<file path="config.mk">
export PLATFORM = sky130hd
export DESIGN_NAME = line_sdram_writer
export DESIGN_NICKNAME = d
export VERILOG_FILES = /design/src/rtl/wsq_pkg.sv /design/src/rtl/wsq_refresh.sv /design/src/rtl/wsq_rowptr.sv /design/src/rtl/wsq_ctrl.sv /design/src/rtl/line_sdram_writer.sv
export SDC_FILE = /design/constraint.sdc
export NUM_CORES = 1
export LEC_CHECK = 0
export BUFFER_PORTS_ARGS = -buffer_cell sky130_fd_sc_hd__buf_2
export CORE_ASPECT_RATIO = 0.75
export CORE_MARGIN = 2
export CORE_UTILIZATION = 58
export DETAILED_ROUTE_END_ITERATION = 8
export MAX_ROUTING_LAYER = met4
export PLACE_DENSITY = 0.84
export REMOVE_ABC_BUFFERS = 1
export SLEW_MARGIN = 40
export SYNTH_ARGS = -nofsm -noshare
export SYNTH_HDL_FRONTEND = slang
export SYNTH_SLANG_ARGS = --single-unit
</file>
<file path="constraint.sdc">
create_clock -name clk -period 3.93 [get_ports clk]
set_input_delay 0.1965 -clock clk [delete_from_list [all_inputs] [get_ports clk]]
set_output_delay 0.1965 -clock clk [all_outputs]
set_load 0.03 [all_outputs]
</file>
<file path="src/rtl/wsq_pkg.sv">
// Shared types of the line-gated SDRAM write sequencer.
// Assumes: the command codes below are what the memory-side adapter decodes.
package wsq_pkg;

    typedef enum logic [2:0] {
        CMD_NOP   = 3'd0,
        CMD_ACT   = 3'd1,
        CMD_WRITE = 3'd2,
        CMD_PRE   = 3'd3,
        CMD_REF   = 3'd4
    } sd_cmd_e;

    typedef enum logic [2:0] {
        ST_OFF,
        ST_IDLE,
        ST_OPEN,
        ST_BURST,
        ST_CLOSE,
        ST_WAIT
    } wsq_state_e;

endpackage

</file>
<file path="src/rtl/wsq_refresh.sv">
// Refresh bookkeeping: the per-gap budget and the rotating refresh row pointer.
// Assumes: load and issue never occur in the same cycle (the controller
// only issues refreshes from its idle state, never while closing a line).
module wsq_refresh #(
    parameter int ROWS   = 4096,
    parameter int BUDGET = 20,
    localparam int ROW_W = $clog2(ROWS),
    localparam int CNT_W = $clog2(BUDGET + 1)
) (
    input  logic             clk,
    input  logic             rst_n,
    input  logic             load,
    input  logic             issue,
    output logic             avail,
    output logic [ROW_W-1:0] ref_row,
    output logic             sweep
);

    logic [CNT_W-1:0] left;

    // Refill the budget at each line end, then spend it one refresh at a time.
    always_ff @(posedge clk) begin
        if (!rst_n) begin
            left <= '0;
        end else if (load) begin
            left <= CNT_W'(BUDGET);
        end else if (issue && left != '0) begin
            left <= left - 1'b1;
        end
    end

    // Step the row pointer on each refresh, wrap it and flag the last row.
    always_ff @(posedge clk) begin
        if (!rst_n) begin
            ref_row <= '0;
            sweep   <= 1'b0;
        end else begin
            sweep <= 1'b0;
            if (issue) begin
                if (ref_row == ROW_W'(ROWS - 1)) begin
                    ref_row <= '0;
                    sweep   <= 1'b1;
                end else begin
                    ref_row <= ref_row + 1'b1;
                end
            end
        end
    end

    assign avail = (left != '0);

endmodule

</file>
<file path="src/rtl/wsq_rowptr.sv">
// Write row pointer: one row per stored line, cleared by a buffer swap.
// Assumes: in_line covers the whole span from the activation decision up to
// and including the precharge cycle, so a swap is never lost inside a line.
module wsq_rowptr #(
    parameter int ROWS = 4096,
    localparam int ROW_W = $clog2(ROWS)
) (
    input  logic             clk,
    input  logic             rst_n,
    input  logic             swap,
    input  logic             in_line,
    input  logic             line_done,
    output logic [ROW_W-1:0] wr_row
);

    logic pend;

    // Advance at line end; apply a swap now in the gap or defer it to line end.
    always_ff @(posedge clk) begin
        if (!rst_n) begin
            wr_row <= '0;
            pend   <= 1'b0;
        end else if (line_done) begin
            pend   <= 1'b0;
            if (pend || swap)
                wr_row <= '0;
            else if (wr_row == ROW_W'(ROWS - 1))
                wr_row <= '0;
            else
                wr_row <= wr_row + 1'b1;
        end else if (swap) begin
            if (in_line)
                pend <= 1'b1;
            else
                wr_row <= '0;
        end
    end

endmodule

</file>
<file path="src/rtl/wsq_ctrl.sv">
// Moore controller: opens a row per line, streams the full-page burst,
// closes it, then runs refreshes in the gap until the next sync.
// Assumes: pixels of a line are sampled no earlier than the row-to-column delay
// after the activation, and the memory closes a full-page burst on precharge.
module wsq_ctrl #(
    parameter int PIX_PER_LINE = 1024,
    parameter int DATA_W       = 16,
    parameter int ROW_W        = 12,
    parameter int PRE_CLKS     = 2,
    parameter int REF_CLKS     = 8,
    localparam int COL_W = $clog2(PIX_PER_LINE),
    localparam int WT_W  = $clog2(PRE_CLKS + REF_CLKS + 1)
) (
    input  logic              clk,
    input  logic              rst_n,
    input  logic              start,
    input  logic              line_sync,
    input  logic              pix_valid,
    input  logic [DATA_W-1:0] pix_data,
    input  logic              ref_avail,
    input  logic [ROW_W-1:0]  wr_row,
    input  logic [ROW_W-1:0]  ref_row,
    output logic              ref_issue,
    output logic              line_done,
    output logic              in_line,
    output logic [2:0]        cmd_o,
    output logic [ROW_W-1:0]  row_o,
    output logic [COL_W-1:0]  col_o,
    output logic [DATA_W-1:0] data_o,
    output logic              we_o
);
    import wsq_pkg::*;

    wsq_state_e       state;
    logic [WT_W-1:0]  wait_cnt;
    logic [COL_W-1:0] beat;
    logic             sync_pend;
    logic             go_act;
    logic             go_ref;

    // Decide in the idle state: a sync (new or held) wins over a refresh.
    always_comb begin
        go_act    = (state == ST_IDLE) && (line_sync || sync_pend);
        go_ref    = (state == ST_IDLE) && !go_act && ref_avail;
        ref_issue = go_ref;
        line_done = (state == ST_CLOSE);
        in_line   = go_act || (state == ST_OPEN) || (state == ST_BURST)
                    || (state == ST_CLOSE);
    end

    // State register, timers and the registered command port.
    always_ff @(posedge clk) begin
        if (!rst_n) begin
            state     <= ST_OFF;
            wait_cnt  <= '0;
            beat      <= '0;
            sync_pend <= 1'b0;
            cmd_o     <= CMD_NOP;
            row_o     <= '0;
            col_o     <= '0;
            data_o    <= '0;
            we_o      <= 1'b0;
        end else begin
            cmd_o <= CMD_NOP;
            row_o <= '0;
            col_o <= '0;
            we_o  <= 1'b0;
            case (state)
                ST_OFF: begin
                    if (start)
                        state <= ST_IDLE;
                end
                ST_IDLE: begin
                    if (go_act) begin
                        cmd_o     <= CMD_ACT;
                        row_o     <= wr_row;
                        sync_pend <= 1'b0;
                        state     <= ST_OPEN;
                    end else if (go_ref) begin
                        cmd_o    <= CMD_REF;
                        row_o    <= ref_row;
                        wait_cnt <= WT_W'(REF_CLKS - 2);
                        state    <= ST_WAIT;
                    end
                end
                ST_OPEN: begin
                    if (pix_valid) begin
                        cmd_o  <= CMD_WRITE;
                        col_o  <= '0;
                        data_o <= pix_data;
                        we_o   <= 1'b1;
                        beat   <= COL_W'(1);
                        state  <= ST_BURST;
                    end
                end
                ST_BURST: begin
                    if (pix_valid) begin
                        data_o <= pix_data;
                        we_o   <= 1'b1;
                        beat   <= beat + 1'b1;
                        if (beat == COL_W'(PIX_PER_LINE - 1))
                            state <= ST_CLOSE;
                    end
                end
                ST_CLOSE: begin
                    cmd_o    <= CMD_PRE;
                    wait_cnt <= WT_W'(PRE_CLKS - 2);
                    state    <= ST_WAIT;
                end
                ST_WAIT: begin
                    if (line_sync)
                        sync_pend <= 1'b1;
                    if (wait_cnt == '0)
                        state <= ST_IDLE;
                    else
                        wait_cnt <= wait_cnt - 1'b1;
                end
                default: state <= ST_OFF;
            endcase
        end
    end

endmodule

</file>
<file path="src/rtl/line_sdram_writer.sv">
// Top of the line-gated SDRAM write sequencer: writes each pixel line as one
// full-page burst into one bank and refreshes during the gaps between lines.
// Assumes: PIX_PER_LINE and ROWS are powers of two, PRE_CLKS and REF_CLKS >= 2,
// and REF_PER_GAP refreshes plus the precharge fit inside the camera's gap.
module line_sdram_writer #(
    parameter int PIX_PER_LINE = 1024,
    parameter int DATA_W       = 16,
    parameter int ROWS         = 4096,
    parameter int REF_PER_GAP  = 20,
    parameter int REF_CLKS     = 8,
    parameter int PRE_CLKS     = 2
) (
    input  logic                             clk,
    input  logic                             rst_n,
    input  logic                             start,
    input  logic                             line_sync,
    input  logic                             pix_valid,
    input  logic [DATA_W-1:0]                pix_data,
    input  logic                             buf_swap,
    output logic [2:0]                       sd_cmd,
    output logic [$clog2(ROWS)-1:0]          sd_row,
    output logic [$clog2(PIX_PER_LINE)-1:0]  sd_col,
    output logic [DATA_W-1:0]                sd_wdata,
    output logic                             sd_wen,
    output logic [$clog2(ROWS)-1:0]          rows_written,
    output logic                             sweep_done
);
    localparam int ROW_W = $clog2(ROWS);

    logic             ref_avail;
    logic             ref_issue;
    logic             line_done;
    logic             in_line;
    logic [ROW_W-1:0] wr_row;
    logic [ROW_W-1:0] ref_row;

    wsq_ctrl #(
        .PIX_PER_LINE(PIX_PER_LINE),
        .DATA_W      (DATA_W),
        .ROW_W       (ROW_W),
        .PRE_CLKS    (PRE_CLKS),
        .REF_CLKS    (REF_CLKS)
    ) u_ctrl (
        .clk      (clk),
        .rst_n    (rst_n),
        .start    (start),
        .line_sync(line_sync),
        .pix_valid(pix_valid),
        .pix_data (pix_data),
        .ref_avail(ref_avail),
        .wr_row   (wr_row),
        .ref_row  (ref_row),
        .ref_issue(ref_issue),
        .line_done(line_done),
        .in_line  (in_line),
        .cmd_o    (sd_cmd),
        .row_o    (sd_row),
        .col_o    (sd_col),
        .data_o   (sd_wdata),
        .we_o     (sd_wen)
    );

    wsq_refresh #(
        .ROWS  (ROWS),
        .BUDGET(REF_PER_GAP)
    ) u_refresh (
        .clk    (clk),
        .rst_n  (rst_n),
        .load   (line_done),
        .issue  (ref_issue),
        .avail  (ref_avail),
        .ref_row(ref_row),
        .sweep  (sweep_done)
    );

    wsq_rowptr #(
        .ROWS(ROWS)
    ) u_rowptr (
        .clk      (clk),
        .rst_n    (rst_n),
        .swap     (buf_swap),
        .in_line  (in_line),
        .line_done(line_done),
        .wr_row   (wr_row)
    );

    assign rows_written = wr_row;

endmodule

</file>
==> results.tsv <==
stage	metric	value	unit
power	PD cells	523	nW/um^2
logic_synthesis	most numerous cell in the Yosys netlist	dfxtp_1	
drt	antenna-violating nets left	0	
logic_synthesis	mapped cell area	3510	um^2
logic_synthesis	Post-synth EDFFs	0	
placement	placer's final routability congestion estimate	0.846	
flow_run	Max Cap Violations	0	
worst_setup_path	CP Capture Type	flop	
cts	CTS max path bufs	2	
global_route	initial antenna violation count	0	
timing	Peak Freq	383	MHz
power	Tot Pwr	2.11	mW
timing	Final Hold Viols	0	
logic_synthesis	Area contributors post-synth	dfxtp_1, nand2_1, nor2_1	
min_path	Hold EP	u_ctrl.data_o[0]	
drt	DRC	0	
global_route	first-pass GRT wire length	13800	um
power	internal power	1.37	mW
worst_setup_path	capture point of the worst reg-to-reg path	u_refresh.ref_row[11]	
timing	max-slew violations	0	
logic_synthesis	#FFs+latches synth	81	
die	Initial Util	60.3	%
logic_synthesis	Cell variety after synth	48	
global_route	vias in the first global route	3069	
die	Row Count	24	
timing	post-layout min period	2.61	ns
worst_setup_path	critical path arrival	2.85	ns
cts	Post-CTS Setup Bufs	0	
die	Core Region	5830	um^2
timing	Layout Skew	0.00786	ns
power	Gate power share	24.2	%
die	Die ar.	6700	um^2
power	Reg power frac	46.2	%
global_route	GRT Total Usage	26.4	%
power	maximum VDD drop	0.000290	V
status	outcome	complete, no violations	
logic_synthesis	Async S/R FF share, synth	0	%
drt	Via-to-Cell Ratio	5.75	
logic_synthesis	Seq/Total Area, Yosys	46.2	%
logic_synthesis	share of the synthesized area in the top cell type	46.2	%
power	part of the power in the clock network	29.7	%
drt	DR vias	3247	
timing	slew margin rel.	49.1	%
cts	clk_lat worst skew	0.36	ns
cts	Worst-path clk slew	0.09	ns
die	IO Count	77	
cts	clk sink count	81	
layout	fraction of layout cells with a size suffix above 1	18.9	%
placement	HPWL after detailed placement	5740	um
layout	Synth-to-Final Area Change	15.0	%
global_route	GR Overflow Total	0	
min_path	Hold Path Class	input port to flop	
worst_setup_path	R2R cell count	5	
power	Sw Pwr	735	uW
global_route	largest net degree at the start of global routing	47	
drt	wire length per cell	14.6	um
worst_setup_path	R2R Path Start	u_ctrl.state[0]	
min_path	Hold Path Depth	3	
die	die width	93.8	um
placement	Port Buffers	66	
placement	cell total after placement	548	
layout	antenna cell count	0	
timing	Tightest Pin Transition	0.763	ns
cts	hold_buf cts	0	
worst_setup_path	Critical Path RT	4.17	ns
layout	Non-Filler Instances	565	
logic_synthesis	Synth warnings	0	
timing	endpoints failing setup	0	
timing	Hold Slack	0.0695	ns
cts	Num CTS Buffers	9	
logic_synthesis	Cells after Synth	424	
layout	nets@finish	509	
power	leak pwr	1.59	nW
worst_setup_path	CP max FO	22	
logic_synthesis	most frequent cells after synthesis	dfxtp_1, nand2_1, nor2_1	
power	sw frac	34.8	%
drt	DRT Wirelength	8250	um
drt	drt first pass iters	5	
drt	DRT iter0 DRCs	265	
timing	Sum Neg Setup Slack	0	ns
timing	RSZ-0062 raised after global routing	false	
cts	H-tree depth reported by CTS	3	
logic_synthesis	largest area contributor in the netlist	dfxtp_1	
logic_synthesis	top_reg_cell synth	dfxtp_1	
worst_setup_path	CP Launch Type	flop	
worst_setup_path	crit path kind	flop to flop	
die	height of the die	71.4	um
layout	final design utilization	69.3	%
min_path	Min-Delay Startpoint	pix_data[0]	
cts	Root Driver	clkbuf_8	
timing	period utilisation layout	66.4	%
cts	post-cts resize count	0	
worst_setup_path	R2R Setup Slk	1.32	ns
cts	CTS tree	built	
logic_synthesis	mean area per synthesized cell	8.28	um^2
==> per-stage QoR <==
stage | worst slack, ns | cell area [um^2]
finish | 1.32 | 4040
global route | 1.05 | 4040
CTS | 1.39 | 4030
detailed placement | 1.36 | 3820
global placement | 1.53 | 3810
floorplan | 1.80 | 3380
==> power groups by stage <==
stage               clock network (mW)  logic, mW  registers [mW]
floorplan                            0      0.338            1.01
global placement                     0      0.480           0.984
detailed placement                   0      0.500           0.990
CTS                              0.633      0.502           0.972
global route                     0.665      0.563           0.988
finish                           0.626      0.510           0.975
==> registers in the layout, indices dropped and copies added (netlist names) <==
register	count
u_ctrl.data_o	16
u_ctrl.state	3
u_refresh.left	5
u_ctrl.wait_cnt	4
u_refresh.sweep	1
u_rowptr.pend	1
u_ctrl.sync_pend	1
u_ctrl.row_o	12
u_rowptr.wr_row	12
u_refresh.ref_row	12
u_ctrl.cmd_o	3
u_ctrl.beat	10
u_ctrl.we_o	1
==> metal layers <==
layer  GRT usage [%]  share of wire [%]
met3            7.89                7.9
met5               -                  0
met1            35.4                 45
met2            39.8                 47
met4            6.28               0.81
==> kinds of logic after synthesis <==
logic type	after synthesis	synth area share (%)
other	1	0.107
flip-flops	81	46.2
multiplexers	1	0.285
buffers and inverters	39	5.67
AO/OA/AOI/OAI	92	16.5
adder cells (fa/ha/maj)	5	1.78
AND/OR/NAND/NOR	187	24.9
XOR/XNOR	18	4.49
==> worst max path at each step <==
stage	startpoint	to	slack [ns]	depth (start not counted)
3_3_place_gp	u_ctrl.state[0]	u_refresh.ref_row[6]	1.53	5
4_1_cts	u_ctrl.state[0]	u_refresh.ref_row[11]	1.39	5
5_1_grt	u_ctrl.state[0]	u_refresh.ref_row[6]	1.05	5
2_1_floorplan	u_ctrl.state[0]	u_refresh.ref_row[6]	1.80	5
6_report	u_ctrl.state[0]	u_refresh.ref_row[11]	1.32	5
3_5_place_dp	u_ctrl.state[0]	u_refresh.ref_row[11]	1.36	5
==> cell usage in the layout, fill, tap and decap left out, types with 2 or more instances in the layout <==
master	n
nand4_1	9
a22oi_1	12
buf_2	66
nor2_1	49
xnor2_1	5
nand3b_1	3
a31oi_1	5
nor3_1	11
conb_1	10
ha_1	5
clkinvlp_4	2
nand2_1	62
xor2_1	13
clkbuf_8	10
o22ai_1	2
o311ai_0	3
and3_1	9
o21ai_1	2
a211oi_1	2
buf_4	2
inv_6	2
o21ai_0	18
inv_1	8
o21bai_1	2
nor3b_1	2
o221a_2	2
nor4_1	3
a21oi_1	36
or3_1	8
nor2b_1	3
nand3_1	20
dfxtp_1	81
==> worst max-delay path, cell delays in order (launching register included) <==
cell and delay [ns]:
dfxtp_1 0.62, nor3b_1 0.66, and3_1 0.76, nand3_1 0.19, xor2_1 0.21, nor2_1 0.06
==> layout make-up <==
type                            count  area, um^2
Sequential cell                    81        1620
Clock buffer                       11         141
Fill cell                         490        1790
Inverter                            9        35.0
Tap cell                           78        97.6
Clock inverter                      5        62.6
Multi-Input combinational cell    313        1730
Timing Repair Buffer               68         345
Note: power is estimated with default switching activity, not from simulation.
